`config.mk`:
```
export PLATFORM = sky130hd
export DESIGN_NAME = uart_irq_ident
export DESIGN_NICKNAME = d
export VERILOG_FILES = /design/src/rtl/uart_irq_pkg.sv /design/src/rtl/uirq_sticky.sv /design/src/rtl/uirq_timeout.sv /design/src/rtl/uirq_thre.sv /design/src/rtl/uirq_prio.sv /design/src/rtl/uart_irq_ident.sv
export SDC_FILE = /design/constraint.sdc
export NUM_CORES = 1
export LEC_CHECK = 0
export BUFFER_PORTS_ARGS = -buffer_cell sky130_fd_sc_hd__buf_2
export CORE_AREA = 2 2 39 41
export CTS_CLUSTER_SIZE = 25
export DETAILED_ROUTE_END_ITERATION = 10
export DIE_AREA = 0 0 41 43
export PLACE_DENSITY = 0.71
export SLEW_MARGIN = 20
export SYNTH_ARGS = -nofsm -noshare
export SYNTH_HDL_FRONTEND = slang
export SYNTH_SLANG_ARGS = --single-unit
export TNS_END_PERCENT = 100
```
`constraint.sdc`:
```
create_clock -name clk -period 2.14 [get_ports clk]
set_input_delay 0.428 -clock clk [delete_from_list [all_inputs] [get_ports clk]]
set_output_delay 0.428 -clock clk [all_outputs]
set_load 0.02 [all_outputs]
```
`src/rtl/uart_irq_pkg.sv`:
```
// Shared definitions for the interrupt identification unit.
// Assumes a 4-bit identification code whose values software decodes.
package uart_irq_pkg;
    typedef enum logic [3:0] {
        IID_MODEM   = 4'b0000,
        IID_NONE    = 4'b0001,
        IID_THRE    = 4'b0010,
        IID_RXDATA  = 4'b0100,
        IID_LINE    = 4'b0110,
        IID_TIMEOUT = 4'b1100
    } iid_e;

    localparam int EN_RX   = 0;
    localparam int EN_THRE = 1;
    localparam int EN_LINE = 2;
    localparam int EN_MS   = 3;
endpackage

```
`src/rtl/uirq_sticky.sv`:
```
// Sticky pending bit: set by any nonzero event vector, cleared by a
// servicing access. Assumes a set and a clear in one cycle keep it set.
module uirq_sticky #(
    parameter int EVT_W = 4
) (
    input  logic             clk,
    input  logic             rst_n,
    input  logic [EVT_W-1:0] evt,
    input  logic             clr,
    output logic             pend
);
    // Hold the pending state between event and service.
    always_ff @(posedge clk) begin
        if (!rst_n)       pend <= 1'b0;
        else if (|evt)    pend <= 1'b1;
        else if (clr)     pend <= 1'b0;
    end
endmodule

```
`src/rtl/uirq_timeout.sv`:
```
// Character-timeout detector: counts character ticks while the receive
// queue is non-empty and idle. Assumes char_tick is a one-cycle pulse.
module uirq_timeout #(
    parameter  int TO_CHARS = 4,
    localparam int CW       = $clog2(TO_CHARS + 1)
) (
    input  logic          clk,
    input  logic          rst_n,
    input  logic          rx_nonempty,
    input  logic          rx_push,
    input  logic          rx_read,
    input  logic          char_tick,
    output logic          to_hit,
    output logic [CW-1:0] cnt
);
    localparam logic [CW-1:0] LIMIT = CW'(TO_CHARS);

    // Saturating idle counter, restarted by any receive activity.
    always_ff @(posedge clk) begin
        if (!rst_n)                                   cnt <= '0;
        else if (!rx_nonempty || rx_push || rx_read)  cnt <= '0;
        else if (char_tick && cnt != LIMIT)           cnt <= cnt + 1'b1;
    end

    // Timeout stands while the limit is reached and data remains.
    always_comb to_hit = (cnt == LIMIT) && rx_nonempty;
endmodule

```
`src/rtl/uirq_thre.sv`:
```
// Transmit-empty source: arms on the register turning empty or on its
// enable rising while empty; disarms on a write or an acknowledging read.
module uirq_thre (
    input  logic clk,
    input  logic rst_n,
    input  logic thr_empty,
    input  logic en,
    input  logic thr_write,
    input  logic ack_read,
    output logic pend
);
    logic empty_q;
    logic en_q;
    logic arm;

    // Edge detectors for the empty flag and the enable bit.
    always_ff @(posedge clk) begin
        if (!rst_n) begin
            empty_q <= 1'b1;
            en_q    <= 1'b0;
        end else begin
            empty_q <= thr_empty;
            en_q    <= en;
        end
    end

    // Arming condition for this cycle.
    always_comb arm = (thr_empty && !empty_q) || (en && !en_q && thr_empty);

    // Pending state; arming wins over clearing.
    always_ff @(posedge clk) begin
        if (!rst_n)                      pend <= 1'b0;
        else if (arm)                    pend <= 1'b1;
        else if (thr_write || ack_read)  pend <= 1'b0;
    end
endmodule

```
`src/rtl/uirq_prio.sv`:
```
// Fixed-priority encoder from gated sources to the identification code.
// Assumes all inputs are already settled levels.
module uirq_prio
    import uart_irq_pkg::*;
(
    input  logic [3:0] en,
    input  logic       line_p,
    input  logic       rx_p,
    input  logic       to_p,
    input  logic       thre_p,
    input  logic       ms_p,
    output iid_e       code
);
    // Highest enabled pending source selects the code.
    always_comb begin
        if (en[EN_LINE] && line_p)      code = IID_LINE;
        else if (en[EN_RX] && rx_p)     code = IID_RXDATA;
        else if (en[EN_RX] && to_p)     code = IID_TIMEOUT;
        else if (en[EN_THRE] && thre_p) code = IID_THRE;
        else if (en[EN_MS] && ms_p)     code = IID_MODEM;
        else                            code = IID_NONE;
    end
endmodule

```
`src/rtl/uart_irq_ident.sv`:
```
// Interrupt identification unit for a 16550-style serial controller.
// Collects source conditions, clears them on servicing accesses, and
// reports the most urgent one plus queue-mode bits. Assumes all strobes
// are single-cycle and synchronous to clk.
module uart_irq_ident
    import uart_irq_pkg::*;
#(
    parameter int ERR_W    = 4,
    parameter int MS_W     = 4,
    parameter int TO_CHARS = 4,
    localparam int CW      = $clog2(TO_CHARS + 1)
) (
    input  logic             clk,
    input  logic             rst_n,
    input  logic [3:0]       int_en,
    input  logic [ERR_W-1:0] err_evt,
    input  logic             rx_avail,
    input  logic             rx_nonempty,
    input  logic             rx_push,
    input  logic             char_tick,
    input  logic             thr_empty,
    input  logic [MS_W-1:0]  ms_delta,
    input  logic             rd_iir,
    input  logic             rd_lsr,
    input  logic             rd_msr,
    input  logic             rd_rbr,
    input  logic             wr_thr,
    input  logic             fifo_on,
    input  logic             fifo_deep,
    input  logic             aux_out2,
    output logic [7:0]       iir_rd,
    output logic             irq
);
    localparam int NSTICKY = 2;
    localparam int EVW     = (ERR_W > MS_W) ? ERR_W : MS_W;

    logic [NSTICKY-1:0]          st_pend;
    logic [NSTICKY-1:0]          st_clr;
    logic [NSTICKY-1:0][EVW-1:0] st_evt;
    logic                        ls_pend;
    logic                        ms_pend;
    logic                        thre_pend;
    logic                        to_hit;
    logic [CW-1:0]               to_cnt;
    iid_e                        code;

    // Route events and clears to the sticky sources (0 line, 1 modem).
    always_comb begin
        st_evt    = '0;
        st_evt[0] = EVW'(err_evt);
        st_evt[1] = EVW'(ms_delta);
        st_clr    = {rd_msr, rd_lsr};
    end

    generate
        for (genvar g = 0; g < NSTICKY; g++) begin : g_sticky
            uirq_sticky #(.EVT_W(EVW)) u_st (
                .clk  (clk),
                .rst_n(rst_n),
                .evt  (st_evt[g]),
                .clr  (st_clr[g]),
                .pend (st_pend[g])
            );
        end
    endgenerate

    // Name the sticky outputs.
    always_comb begin
        ls_pend = st_pend[0];
        ms_pend = st_pend[1];
    end

    uirq_timeout #(.TO_CHARS(TO_CHARS)) u_to (
        .clk        (clk),
        .rst_n      (rst_n),
        .rx_nonempty(rx_nonempty),
        .rx_push    (rx_push),
        .rx_read    (rd_rbr),
        .char_tick  (char_tick),
        .to_hit     (to_hit),
        .cnt        (to_cnt)
    );

    uirq_thre u_thre (
        .clk      (clk),
        .rst_n    (rst_n),
        .thr_empty(thr_empty),
        .en       (int_en[EN_THRE]),
        .thr_write(wr_thr),
        .ack_read (rd_iir && (code == IID_THRE)),
        .pend     (thre_pend)
    );

    uirq_prio u_prio (
        .en    (int_en),
        .line_p(ls_pend),
        .rx_p  (rx_avail),
        .to_p  (to_hit),
        .thre_p(thre_pend),
        .ms_p  (ms_pend),
        .code  (code)
    );

    // Assemble the read value and the gated request pin.
    always_comb begin
        iir_rd = {{2{fifo_on}}, fifo_on & fifo_deep, 1'b0, code};
        irq    = (code != IID_NONE) && aux_out2;
    end
endmodule

```
==> parameters.txt <==
Parameter                              Value

Outcome
  Outcome ... complete, no violations

Timing
  Setup repair after global routing missed its margin ... false
  Pins Over Slew Limit ... 0
  Worst setup skew after layout ... 1.26 ps
  Accumulated negative setup slack ... 0 ps
  Setup-violating endpoint count in the final report ... 0
  Post-layout min period ... 1930 ps
  Final worst-path cycle share ... 90.1%
  Final setup margin ... 213 ps
  Worst slack on hold paths ... 380 ps
  Timing-limited maximum frequency ... 519 MHz
  Count of endpoints failing hold in the final timing report ... 0

CTS
  Number of hold buffers added after CTS ... 0
  Bufs on Longest Clock Path ... 2
  Number of gates given a new drive strength after cts ... 0
  Total number of clock tree sinks ... 8
  Later-pin clock latency in the skew report ... 250 ps
  Clk slew on worst S/H paths ... 50 ps
  Count of buffers added by post-CTS timing repair for setup ... 0
  TritonCTS clock tree ... done
  Clock buffers created by TritonCTS ... 3
  Library cell used as clock root buffer ... sky130_fd_sc_hd__clkbuf_4
  Maximum level of the CTS H-tree ... 1

Drt
  ANT nets after route ... 0
  Number of design rule violations left after detail routing ... 0
  DRC marker count from the first detailed-route iteration ... 1
  Drt pass-1 iters ... 4
  Post-DR vias/cell ... 4.50
  Total length of routed wires ... 950 um
  Per-cell routed wire length ... 9.41 um
  Vias after detailed routing ... 454

Floorplan
  Overall die width ... 41 um
  Count of pins on the block boundary ... 36
  Placeable core region ... 1380 sq um
  Cell row count ... 14
  Area of the die ... 1760 sq um
  Effective utilization at floorplan ... 32.4%
  Die extent in y ... 43 um

Synthesis
  FF+latch count, synth ... 8
  Share of synthesized area occupied by flip-flops and latches ... 35.8%
  Leading cell type by number of instances after synthesis ... sky130_fd_sc_hd__dfxtp_1
  Synth top area share ... 35.8%
  Yosys Warn Count ... 0
  Largest cells by area after synthesis ... sky130_fd_sc_hd__dfxtp_1 (36%), sky130_fd_sc_hd__ha_1 (5.6%), sky130_fd_sc_hd__nand2b_1 (5.6%), sky130_fd_sc_hd__buf_4 (5.0%), sky130_fd_sc_hd__nand2_1 (4.2%)
  Most frequent cells after synthesis ... sky130_fd_sc_hd__dfxtp_1 (8), sky130_fd_sc_hd__nand2_1 (5), sky130_fd_sc_hd__nand2b_1 (4)
  FFs w/ async S/R, synth ... 0%
  Synth Net Count ... 80
  Number of flops mapped to enable cells by yosys ... 0
  Dominant synthesized flop cell ... sky130_fd_sc_hd__dfxtp_1
  Number of cells produced by synthesis ... 51
  Mean Syn Cell Area ... 8.78 sq um
  Post-synthesis cell area ... 448 sq um
  Number of distinct standard cells referenced by the synthesized netlist ... 24
  Largest area contributor in the synthesized netlist ... sky130_fd_sc_hd__dfxtp_1

Layout
  # nets final ... 116
  Share of layout cells above drive strength 1 ... 45.9%
  Layout-stage area growth over the synthesis result ... 42.5%
  Final antenna diode count ... 0

Worst setup path
  End of the worst register-to-register path ... u_thre.pend
  Chain of cells forming the critical path ... inv_1 -> ha_1 -> nand4_1 -> nand2_1 -> o21a_1 -> buf_2
  Type of origin of the critical path ... flip-flop
  Slack of the worst reg-to-reg path ... 880 ps
  Critical Path Sink Type ... output port
  Crit path largest cell delay ... 360 ps
  CP arrival ... 1500 ps
  Critical R2R Launch ... u_to.cnt[0]
  Critical-path cell with the highest stage delay ... sky130_fd_sc_hd__dfxtp_1
  Worst-path maximum fanout ... 4
  Depth of the worst register-to-register path ... 5
  Required time at the worst-slack endpoint ... 1710 ps
  Type of the worst setup path ... flip-flop to output port

Pwr
  Cell Pwr Density ... 540 nW/um^2
  Peak supply drop ... 190 uV
  P_leak ... 0.000330 uW

Placement
  Count of input and output buffers ... 34
  Worst setup slack after placement ... 472 ps
  Final Wtd Congestion ... 0.598
  Half-perimeter wire length after detailed placement ... 815 um

Worst hold path
  Hold Path Cell Cnt ... 2
  Worst hold start ... thr_empty
  Class of the most critical hold timing path ... input pin to flip-flop
  Endpoint with the worst hold slack ... u_thre.empty_q

GRT
  Maximum number of pins on one net before global-route repair ... 8
  Number of antenna violations at the first check in global routing ... 0
  Remaining global-route overflow ... 0
  Vias in the first global route ... 350
  Global-route wire length before repair ... 1170 um
  Overall Global Routing Usage ... 9.96%

Flow run
  Count of max-cap constraint violations ... 0
-- kinds of logic after synthesis --
logic type                 share of synthesized area [%]
other                                              0.837
and+or+nand+nor                                     29.3
adders and majority gates                           5.59
buffers and inverters                               7.54
AOI/OAI and AO/OA                                   16.8
muxes                                               2.23
DFF                                                 35.8
xor gates and xnor gates                            1.96
-- area by class of cell --
type	count	area [sq um]
repair buffers	34	170
multi-input cells	37	254
clock buffers	3	22.5
flip-flops and latches	8	160
fillers	140	746
inverters	3	11.3
well taps	16	20.0
-- metal layers --
metal  track usage, %  part of all wire [%]
met1             10.4                    42
met2             16.3                    43
met3             3.14                    13
met4             6.00                   1.8
met5                0                     0
-- flip-flops by register name (all words and copies together), names as in the netlist --
register,cells
u_to.cnt,3
u_thre.en_q,1
u_thre.empty_q,1
u_thre.pend,1
g_sticky.u_st.pend,2
-- worst max-delay path: cells and delay by family, from the launching register on --
kind                       cells  cell delay (ps)
adders and majority gates      1              220
buffers and inverters          2              210
and+or+nand+nor                2              260
DFF                            1              360
AOI/OAI and AO/OA              1              190
-- where the power goes --
group	leakage, uW	switching, uW	internal [uW]
Clock	0.0000138	47.1	63.9
Combinational	0.000250	37.0	37.6
Sequential	0.0000660	3.42	155
Total	0.000330	87.6	257
-- cells in the final DEF, fill, tap and decap left out, types with 2 or more instances in the layout --
| master | netlist | layout |
|---|---|---|
| sky130_fd_sc_hd__a21oi_1 | 2 | 2 |
| sky130_fd_sc_hd__clkbuf_4 | 0 | 3 |
| sky130_fd_sc_hd__a21boi_0 | 2 | 2 |
| sky130_fd_sc_hd__buf_2 | 0 | 34 |
| sky130_fd_sc_hd__dfxtp_1 | 8 | 8 |
| sky130_fd_sc_hd__nand2_1 | 5 | 5 |
| sky130_fd_sc_hd__ha_1 | 2 | 2 |
| sky130_fd_sc_hd__inv_1 | 3 | 3 |
| sky130_fd_sc_hd__nand2b_1 | 4 | 4 |
| sky130_fd_sc_hd__nand4_1 | 3 | 3 |
| sky130_fd_sc_hd__nor4_1 | 2 | 2 |
| sky130_fd_sc_hd__nor2_1 | 3 | 3 |
| sky130_fd_sc_hd__and2_1 | 2 | 2 |
-- how the worst max path moves through the flow --
stage                     start         to  slack (ps)  cells past startpoint
global route        u_to.cnt[0]        irq         100                      6
finish              u_to.cnt[0]        irq         210                      6
CTS                 u_to.cnt[0]        irq         200                      6
global placement    u_to.cnt[0]        irq         510                      6
detailed placement  u_to.cnt[0]        irq         470                      6
floorplan           u_to.cnt[0]  iir_rd[0]         430                      5
-- metrics by stage --
| step | area (sq um) | std cells | util (%) | total power, uW |
|---|---|---|---|---|
| floorplan | 448 | 51 | - | 202 |
| global placement | 616 | 98 | 44.5 | 236 |
| detailed placement | 616 | 98 | 44.5 | 237 |
| CTS | 638 | 101 | 46.1 | 350 |
| global route | 638 | 101 | 46.1 | 365 |
| finish | 638 | 101 | 46.1 | 344 |
Note: power is estimated with default switching activity, not from simulation.
